**config.mk**
```make
export PLATFORM = sky130hd
export DESIGN_NAME = hdrstrip
export DESIGN_NICKNAME = d
export VERILOG_FILES = /design/src/rtl/hdrstrip_pkg.sv /design/src/rtl/hdrstrip_lanemask.sv /design/src/rtl/hdrstrip_count.sv /design/src/rtl/hdrstrip.sv
export SDC_FILE = /design/constraint.sdc
export NUM_CORES = 1
export LEC_CHECK = 0
export CAP_MARGIN = 20
export CORE_AREA = 10 10 447 449
export DETAILED_ROUTE_END_ITERATION = 7
export DIE_AREA = 0 0 457 459
export PLACE_DENSITY = 0.34
export SLEW_MARGIN = 15
export SYNTH_ARGS = -nofsm -noshare
export SYNTH_HDL_FRONTEND = slang
export SYNTH_SLANG_ARGS = --single-unit
```
**constraint.sdc**
```tcl
create_clock -name clk -period 35.1 [get_ports clk]
set_input_delay 5.265 -clock clk [delete_from_list [all_inputs] [get_ports clk]]
set_output_delay 5.265 -clock clk [all_outputs]
set_load 0.01 [all_outputs]
```
**src/rtl/hdrstrip_pkg.sv**
```systemverilog
package hdrstrip_pkg;
  // width able to hold any count up to max(a, b)
  function automatic int unsigned cnt_width(input int unsigned a, input int unsigned b);
    int unsigned m;
    m = (a > b) ? a : b;
    return $clog2(m + 1);
  endfunction
endpackage

```
**src/rtl/hdrstrip_lanemask.sv**
```systemverilog
// Marks which enabled lanes of one beat fall inside the remaining strip budget.
module hdrstrip_lanemask #(
  parameter int unsigned NB = 64,
  parameter int unsigned CW = 7
) (
  input  logic [NB-1:0] keep,
  input  logic [CW-1:0] budget,
  output logic [NB-1:0] clr,
  output logic [CW-1:0] take
);
  // running count of enabled lanes below each lane position
  logic [CW-1:0] pre [NB+1];

  assign pre[0] = '0;

  for (genvar i = 0; i < NB; i++) begin : g_lane
    assign pre[i+1] = pre[i] + CW'(keep[i]);
    assign clr[i]   = keep[i] & (pre[i] < budget);
  end

  assign take = (pre[NB] < budget) ? pre[NB] : budget;
endmodule

```
**src/rtl/hdrstrip_count.sv**
```systemverilog
// Per-packet count of lanes removed so far.
module hdrstrip_count #(
  parameter int unsigned STRIP = 42,
  parameter int unsigned CW    = 7
) (
  input  logic          clk,
  input  logic          rst_n,
  input  logic          xfer,
  input  logic          last,
  input  logic [CW-1:0] take,
  output logic [CW-1:0] budget
);
  logic [CW-1:0] removed_q;
  logic [CW-1:0] removed_d;
  logic          removed_en;

  always_comb begin
    removed_en = xfer;
    if (last) removed_d = '0;
    else      removed_d = removed_q + take;
  end

  always_ff @(posedge clk or negedge rst_n) begin
    if (!rst_n)          removed_q <= '0;
    else if (removed_en) removed_q <= removed_d;
  end

  assign budget = CW'(STRIP) - removed_q;
endmodule

```
**src/rtl/hdrstrip.sv**
```systemverilog
module hdrstrip #(
  parameter int unsigned NB    = 64,
  parameter int unsigned STRIP = 42
) (
  input  logic            clk,
  input  logic            rst_n,
  input  logic [8*NB-1:0] s_tdata,
  input  logic [NB-1:0]   s_tkeep,
  input  logic            s_tlast,
  input  logic            s_tvalid,
  output logic            s_tready,
  output logic [8*NB-1:0] m_tdata,
  output logic [NB-1:0]   m_tkeep,
  output logic            m_tlast,
  output logic            m_tvalid,
  input  logic            m_tready
);
  localparam int unsigned CW = hdrstrip_pkg::cnt_width(NB, STRIP);

  logic [CW-1:0] budget;
  logic [CW-1:0] take;
  logic [NB-1:0] clr;
  logic          xfer;

  assign xfer = s_tvalid & m_tready;

  hdrstrip_lanemask #(.NB(NB), .CW(CW)) u_mask (
    .keep   (s_tkeep),
    .budget (budget),
    .clr    (clr),
    .take   (take)
  );

  hdrstrip_count #(.STRIP(STRIP), .CW(CW)) u_count (
    .clk    (clk),
    .rst_n  (rst_n),
    .xfer   (xfer),
    .last   (s_tlast),
    .take   (take),
    .budget (budget)
  );

  assign s_tready = m_tready;
  assign m_tdata  = s_tdata;
  assign m_tlast  = s_tlast;
  assign m_tvalid = s_tvalid;
  assign m_tkeep  = s_tkeep & ~clr;
endmodule

```
* After elaboration in Yosys (flattened, before gate mapping)
Index checks and enable logic that the tools add are counted.
** Operators by class
- Add/sub/neg operators :: 65
- Order comparisons :: 65
- Multiplexer cells :: 2
- Bitwise gates (word level) :: 67
** Operators by type and width (number)
- $lt 7x7->1 :: 63
- $add 7x1->7 :: 62
- $and 1x1->1 :: 65
- $and 64x64->64 :: 1
- $not 64->64 :: 1
- $mux 7 :: 2
- $add 7x7->7 :: 1
- $lt 1x7->1 :: 1
- $lt 1x7->1 const A :: 1
- $sub 6x7->7 const A :: 1
- $add 1x1->2 :: 1
** Storage, ports and cells
- Register bits :: 7
- Bits of input ports :: 581
- Output and inout bits :: 579
- Word-level logic and storage cells :: 200

* Depth between registers and ports, before layout
Gate-level depths: netlist of run 1.
- Depth after elaboration :: 67
- Gate-level depth with buffers :: 91
- Gate-level depth less buffers :: 90

* Modules after synthesis
From an unflattened synthesis of run 1, not the netlist that was laid out.
** Second synthesis, totals
- Cells, all modules :: 3114
- Area total of the unflattened synthesis :: 24846.3 um2
** Modules (own cells, without submodules)
- hdrstrip_lanemask :: instances 1, cells each 2467, area an instance 19444.9 um2
- hdrstrip :: instances 1, cells each 580, area an instance 4753.3 um2
- hdrstrip_count :: instances 1, cells each 67, area an instance 648.1 um2

* Worst setup path after synthesis of run 1
No wires, ideal clock.
- Kind :: input to output
- Start point :: input port s_tkeep[0]
- End point :: output port m_tkeep[63]
- Arrival time :: 28301 ps
- Required time :: 29835 ps
- Setup slack :: 1534 ps
- Stages :: 74
- Path buffers :: 0
- Cell sequence :: fa_1 -> ha_1 -> fa_1 -> xor3_1 -> ha_1 -> ha_1 -> ha_1 -> ha_1 -> ha_1 -> ha_1 -> ha_1 -> ha_1 -> ha_1 -> ha_1 -> ha_1 -> ha_1 -> ha_1 -> ha_1 -> [... 38 more ...] -> xnor2_1 -> xor2_1 -> xor2_1 -> xor2_1 -> xnor2_1 -> xor2_1 -> xor2_1 -> and3_1 -> nand2_1 -> a21oi_1 -> xnor3_1 -> xnor3_1 -> nand2_1 -> nor2_1 -> xor2_1 -> ha_1 -> a21oi_1 -> nor2b_1
** On the way
- Word-level cells in the longest chain between the ends :: 66
** Ends and longest elaborated chain
- start: declaration :: line hdrstrip.sv:8 : input logic [NB-1:0] s_tkeep,
- $add 1x1->2 :: line hdrstrip_lanemask.sv:17 : assign pre[i+1] = pre[i] + CW'(keep[i]);
- $add 7x1->7 (61 in series) :: line hdrstrip_lanemask.sv:17
- $lt 7x7->1 :: line hdrstrip_lanemask.sv:18 : assign clr[i] = keep[i] & (pre[i] < budget);
- $and 1x1->1 :: line hdrstrip_lanemask.sv:18
- $not 64->64 :: line hdrstrip.sv:47 : assign m_tkeep = s_tkeep & ~clr;
- $and 64x64->64 :: line hdrstrip.sv:47
- end: declaration :: line hdrstrip.sv:13 : output logic [NB-1:0] m_tkeep,
No other way between the ends.

* Worst setup path in the final report of run 1
- Start point :: input port s_tkeep[0]
- End point :: output port m_tkeep[61]
** On the way
- Word-level cells in the longest chain between the ends :: 64
** Ends and longest elaborated chain (line)
- $add 1x1->2 :: hdrstrip_lanemask.sv:17
- $add 7x1->7 (59 in series) :: hdrstrip_lanemask.sv:17
- $lt 7x7->1 :: hdrstrip_lanemask.sv:18
- $and 1x1->1 :: hdrstrip_lanemask.sv:18
- $not 64->64 :: hdrstrip.sv:47
- $and 64x64->64 :: hdrstrip.sv:47
No other way between the ends.

==> out/results.txt, run 1 <==
Total gr overflow -> 0
CP max stage delay -> 0.58 ns
TritonCTS clock tree -> done
Worst min path class -> reg -> reg
Crit start category -> input pin
Slew @ Worst Pin -> 0.850 ns
Wire per inst -> 17.2 um
Crit Reg-Reg Startpoint -> u_count.removed_q[0]
Post-synth top flop -> dfrtp_1
Flop and latch count out of synthesis -> 7
Slowest CP cell -> clkdlybuf4s50_1
Tcrit/Tclk final -> 97.0%
Die area -> 210000 um2
# IOs -> 1160
Final worst slack -> 1.04 ns
HPWL after DPL -> 76500 um
Synth cell types -> 90
Max Cap Viol -> 0
Status -> finished, final reports clean
Endpoints failing hold -> 0
Hold EP -> u_count.removed_q[2]
Post-DRT Antenna Nets -> 0
RSZ-0062 raised after global routing -> no
Min cycle time layout -> 34.06 ns
Row cnt -> 161
Num CTS Buffers -> 3
Met2 Use GR -> 12.8%
Drc violations -> 0
Top cells by count, synth -> 518 x buf_4, 496 x ha_1, 208 x o21ai_0
Avg Vias per Cell -> 3.56
Top reg by flops -> u_count.removed_q
R2r worst-path depth -> 21
I/O Buffers -> 135
Number of clock sinks -> 7
H-tree levels -> 1
Top post-synthesis cells by area -> ha_1 26%, buf_4 16%, xnor2_1 6.8%, xor2_1 4.5%, o21ai_0 4.3%
Biggest regs -> u_count.removed_q (7)
Post-synthesis sequential area ratio -> 0.727%
NumNets Final -> 3758
Synth Area per Inst -> 7.91 um2
First-pass GRT wire length -> 131000 um
R2r endpoint -> u_count.removed_q[6]
Hold path cells -> 1
Hold_buf cts -> 0
Setup CP Type -> in -> out
Die width -> 457 um
R2R Setup Slk -> 28.81 ns
Worst path required time -> 29.83 ns
Grt met1 use -> 10.1%
Post-synth top area share -> 25.8%
Detailed Routing Iterations Pass 1 -> 5
Post-synth EDFFs -> 0
Root Driver -> clkbuf_16
Vias -> 18500
Maximum fanout along the worst path -> 11
Worst slack at placement -> -0.168 ns
Area leader, netlist -> ha_1
Ys Warns -> 0
Vias in the first global route -> 19100
Total GRT Usage -> 8.08%
Starting DRC count in detailed routing -> 766
Async set or reset register ratio after synthesis -> 100%
Initial antenna violation count -> 15
Largest net degree at the start of global routing -> 41
Final wirelength -> 89300 um
Grt met3 use -> 2.58%
Worst Path Buf+Inv -> 5
Hold slack -> 0.660 ns
Cell Area, Synth -> 24100 um2
Clk slew on worst S/H paths -> 0.04 ns
Share of layout cells above drive strength 1 -> 7.81%
Crit path top cell by count -> ha_1
Crit path arrival time -> 28.80 ns
CP delay by family, top -> adder cells
Hold path startpoint -> u_count.removed_q[2]
Clk_lat worst skew -> 0.23 ns
Count leader, synth -> buf_4
Slew HR -> 43.0%
Slew Limit Fails -> 0
Largest register FFs -> 7
CP endpoint kind -> output port
CTS max path bufs -> 2
Layout area overhead -> 5.83%
GRT Max-Usage Layer -> met2
Die height -> 459 um
Synthesized instance count -> 3045
Setup violations, final -> 0
Initial Utilization -> 12.6%
Final RePlAce weighted congestion -> 0.750
Fmax achieved -> 29.4 MHz
Setup Skew -> 0.000554 ns
Core area -> 191000 um2
-- worst max path at each step --
stage,from,endpoint,slack [ns],cells past startpoint
floorplan,s_tkeep[0],m_tkeep[63],1.53,74
global placement,s_tkeep[0],m_tkeep[63],-0.06,76
detailed placement,s_tkeep[0],m_tkeep[63],-0.17,76
CTS,s_tkeep[0],m_tkeep[63],0.009,76
global route,s_tkeep[0],m_tkeep[59],0.03,77
finish,s_tkeep[0],m_tkeep[61],1.04,76
-- what timing repair did --
action / CTS / global route
pin swaps: 0 / 12
setup endpoints to repair: 2 / 7
resized for setup: 5 / 47
buffers inserted: 0 / 12
-- layer usage --
layer	share of wire (%)	vias to the layer above
met5	0.41	-
met4	4.1	26
met3	7.6	249
met2	43	613
met1	45	8231
li1	-	9415
-- cell type report --
type	instances	area (um2)
repair buffers	200	1850
well taps	2526	3160
fillers	21800	166000
multi-input cells	2371	19900
diodes	3	7.51
flip-flops and latches	7	175
inverters	95	358
clock buffers	4	78.8
-- stage by stage --
step	area [um2]	utilization [%]	std cells	TNS (ns)
after global routing	25500	13.3	5203	0
after global placement	25000	13.1	5187	-0.0613
after detailed placement	25000	13.1	5187	-0.213
final	25500	13.3	5206	0
after floorplan	24100	-	3047	0
after CTS	25100	13.1	5191	0
-- layout by cell type (no fill, tap or decap), types with 10 or more instances in the layout --
cell type          n
xnor2_4           13
nand2_1          185
buf_4             65
xnor3_1           36
o21ai_0          208
and3_1            42
and2_1            26
mux2_2            11
nor2b_1          129
nand2b_1         143
nand3_1           98
xnor2_2           34
nor3_1            34
clkdlybuf4s50_1  132
a21o_1            63
ha_1             489
xor2_4            10
mux2i_1           37
xnor3_2           13
nand4_1           17
nor2_1            90
a21oi_1          189
xnor2_1          171
a31oi_1           17
inv_1             81
xor2_1           113
or3_1             11
inv_2             12
o211ai_1          11
-- worst register-to-register path, delay by kind of cell, from the launching register on --
family          cells  cell delay, ns
buf+inv             1            0.55
flops               1            0.55
simple gates        5            0.64
compound gates      6            1.34
fa+ha+maj           4            1.23
xor+xnor            4            1.53
mux                 1            0.38
-- kinds of logic (layout without fill, tap and decap cells) --
group	after synthesis	after routing	share of synthesized area, %
buffers and inverters	669	299	18.5
multiplexers	51	51	2.21
AND/OR/NAND/NOR	818	818	18.0
XOR/XNOR	404	404	19.7
AO/OA/AOI/OAI	591	591	14.7
other	1	6	0.0156
adder cells (fa/ha/maj)	504	504	26.2
flip-flops	7	7	0.727
Power of run 1 is left out: the tool's default activity adds up to more than one toggle a clock period on the data nets, which glitch-free logic cannot reach.
==> run 2, diff against run 1 <==
--- a/config.mk
+++ b/config.mk
@@ -5,11 +5,12 @@
 export SDC_FILE = /design/constraint.sdc
 export NUM_CORES = 1
 export LEC_CHECK = 0
-export CAP_MARGIN = 20
+export CAP_MARGIN = 25
 export CORE_AREA = 10 10 447 449
 export DETAILED_ROUTE_END_ITERATION = 7
 export DIE_AREA = 0 0 457 459
 export PLACE_DENSITY = 0.34
+export SETUP_SLACK_MARGIN = 0.1
 export SLEW_MARGIN = 15
 export SYNTH_ARGS = -nofsm -noshare
 export SYNTH_HDL_FRONTEND = slang
==> run 2 against run 1 <==
Net effect:
- register-to-register slack got worse by 0.09 ns
- utilization about the same
- global-route usage about the same
- cell area about the same
- clock skew increased by 0.0014 ns
- worst setup slack improved by 0.19 ns
- first-iteration DRC count decreased by 1.2%
- via count increased by 0.40%
==> out/results.txt, run 2 (synthesis gave the netlist of run 1 again) <==
I/O Buffers -> 135
Maximum fanout along the worst path -> 11
Design Area, Final -> 25500 um2
HPWL after DPL -> 76500 um
Core area -> 191000 um2
Starting DRC count in detailed routing -> 757
Initial antenna violation count -> 14
Crit Reg-Reg Startpoint -> u_count.removed_q[0]
Max Cap Viol -> 0
TritonCTS clock tree -> done
Final RePlAce weighted congestion -> 0.750
Total gr overflow -> 0
Vias in the first global route -> 19200
Avg Vias per Cell -> 3.57
Root Driver -> clkbuf_16
Slew @ Worst Pin -> 0.851 ns
Crit path top cell by count -> ha_1
Dpl cell area -> 25000 um2
Largest register FFs -> 7
Commonest non-fill, non-tap cells in the layout -> 488 x ha_1, 208 x o21ai_0, 187 x a21oi_1, 185 x nand2_1, 172 x xnor2_1
Die width -> 457 um
Vias -> 18600
Status -> finished, final reports clean
Setup CP Type -> in -> out
CP max stage delay -> 0.58 ns
Setup violations, final -> 0
Filler cells -> 21800
Hold slack -> 0.661 ns
Crit start category -> input pin
Number of clock sinks -> 7
Hold path startpoint -> u_count.removed_q[2]
Post-DRT Antenna Nets -> 0
Initial Utilization -> 12.6%
Min cycle time layout -> 33.88 ns
Share of layout cells above drive strength 1 -> 8.09%
Row cnt -> 161
Biggest regs -> u_count.removed_q (7)
Slew HR -> 42.9%
Die height -> 459 um
Worst path required time -> 29.83 ns
Top reg by flops -> u_count.removed_q
Slew Limit Fails -> 0
CTS max path bufs -> 2
Clk slew on worst S/H paths -> 0.03 ns
Crit path arrival time -> 28.61 ns
Wire per inst -> 17.1 um
Worst min path class -> reg -> reg
Final wirelength -> 89000 um
# IOs -> 1160
Final setup TNS -> 0 ns
Num CTS Buffers -> 3
Clk_lat worst skew -> 0.23 ns
Tcrit/Tclk final -> 96.5%
Fin cells -> 5210
Detailed Routing Iterations Pass 1 -> 5
H-tree levels -> 1
Drc violations -> 0
First-pass GRT wire length -> 130000 um
Layout area overhead -> 5.92%
CP endpoint kind -> output port
Endpoints failing hold -> 0
NumNets Final -> 3763
Commonest non-fill, non-tap cell in the layout -> ha_1
Largest net degree at the start of global routing -> 41
RSZ-0062 raised after global routing -> no
Fmax achieved -> 29.5 MHz
Total GRT Usage -> 8.04%
Slowest CP cell -> clkdlybuf4s50_1
DP Cell Count -> 5188
Setup Skew -> 0.00198 ns
Die area -> 210000 um2
Critical path startpoint -> s_tkeep[0]
-- run 2: cell count changes in the layout (fill, tap and decap cells not counted), sizes merged --
cell and delta:
buf +5, clkdlybuf4s50 -1, dlymetal6s2s +1, diode -1
-- run 2: path summary, 6_finish.rpt --
| kind | end | slack (ns) | depth (start not counted) |
|---|---|---|---|
| min in group asynchronous | u_count.removed_q[6] | 5.31 | 1 |
| max in group asynchronous | u_count.removed_q[1] | 29.54 | 1 |
| hold / removal | u_count.removed_q[2] | 0.66 | 1 |
| setup reg to reg | u_count.removed_q[6] | 28.72 | 21 |
| hold reg to reg | u_count.removed_q[2] | 0.66 | 1 |
| setup / recovery | m_tkeep[59] | 1.22 | 77 |
-- run 2: cell type report --
class | count | area (um2) | share of cell area, %
Inverter | 95 | 358 | 1.40
Timing Repair Buffer | 205 | 1890 | 7.39
Antenna cell | 2 | 5.00 | 0.0196
Clock buffer | 4 | 78.8 | 0.309
Tap cell | 2526 | 3160 | 12.4
Multi-Input combinational cell | 2371 | 19900 | 77.8
Sequential cell | 7 | 175 | 0.686
-- run 2: critical path, delay by kind of cell --
kind,cells,cell delay (ns)
AND/OR/NAND/NOR,2,0.34
buffers and inverters,7,1.83
multiplexers,1,0.34
XOR/XNOR,12,2.68
AO/OA/AOI/OAI,4,0.82
adder cells (fa/ha/maj),51,17.35
-- run 2: layer usage --
layer  up-vias  global-route usage [%]  part of all wire, %
met3       247                    2.49                  7.5
met2       594                    12.9                   44
met1      8320                    10.1                   45
li1       9421                       -                    -
met5         -                   0.860                 0.41
met4        26                    2.67                  3.7
-- run 2: what timing repair did --
item | in CTS | in global routing
gates resized for setup | 7 | 48
buffers inserted | 0 | 16
hold buffers | 0 | 0
pin swaps | 0 | 13
setup endpoints to repair | 2 | 7
-- run 2: metrics by stage --
step	utilization [%]	worst slack (ns)
2_1_floorplan	-	1.53
3_5_place_dp	13.1	-0.153
5_1_grt	13.4	0.146
4_1_cts	13.1	0.125
3_3_place_gp	13.1	-0.0613
6_report	13.4	1.22
Power of run 2 is left out for the same reason.
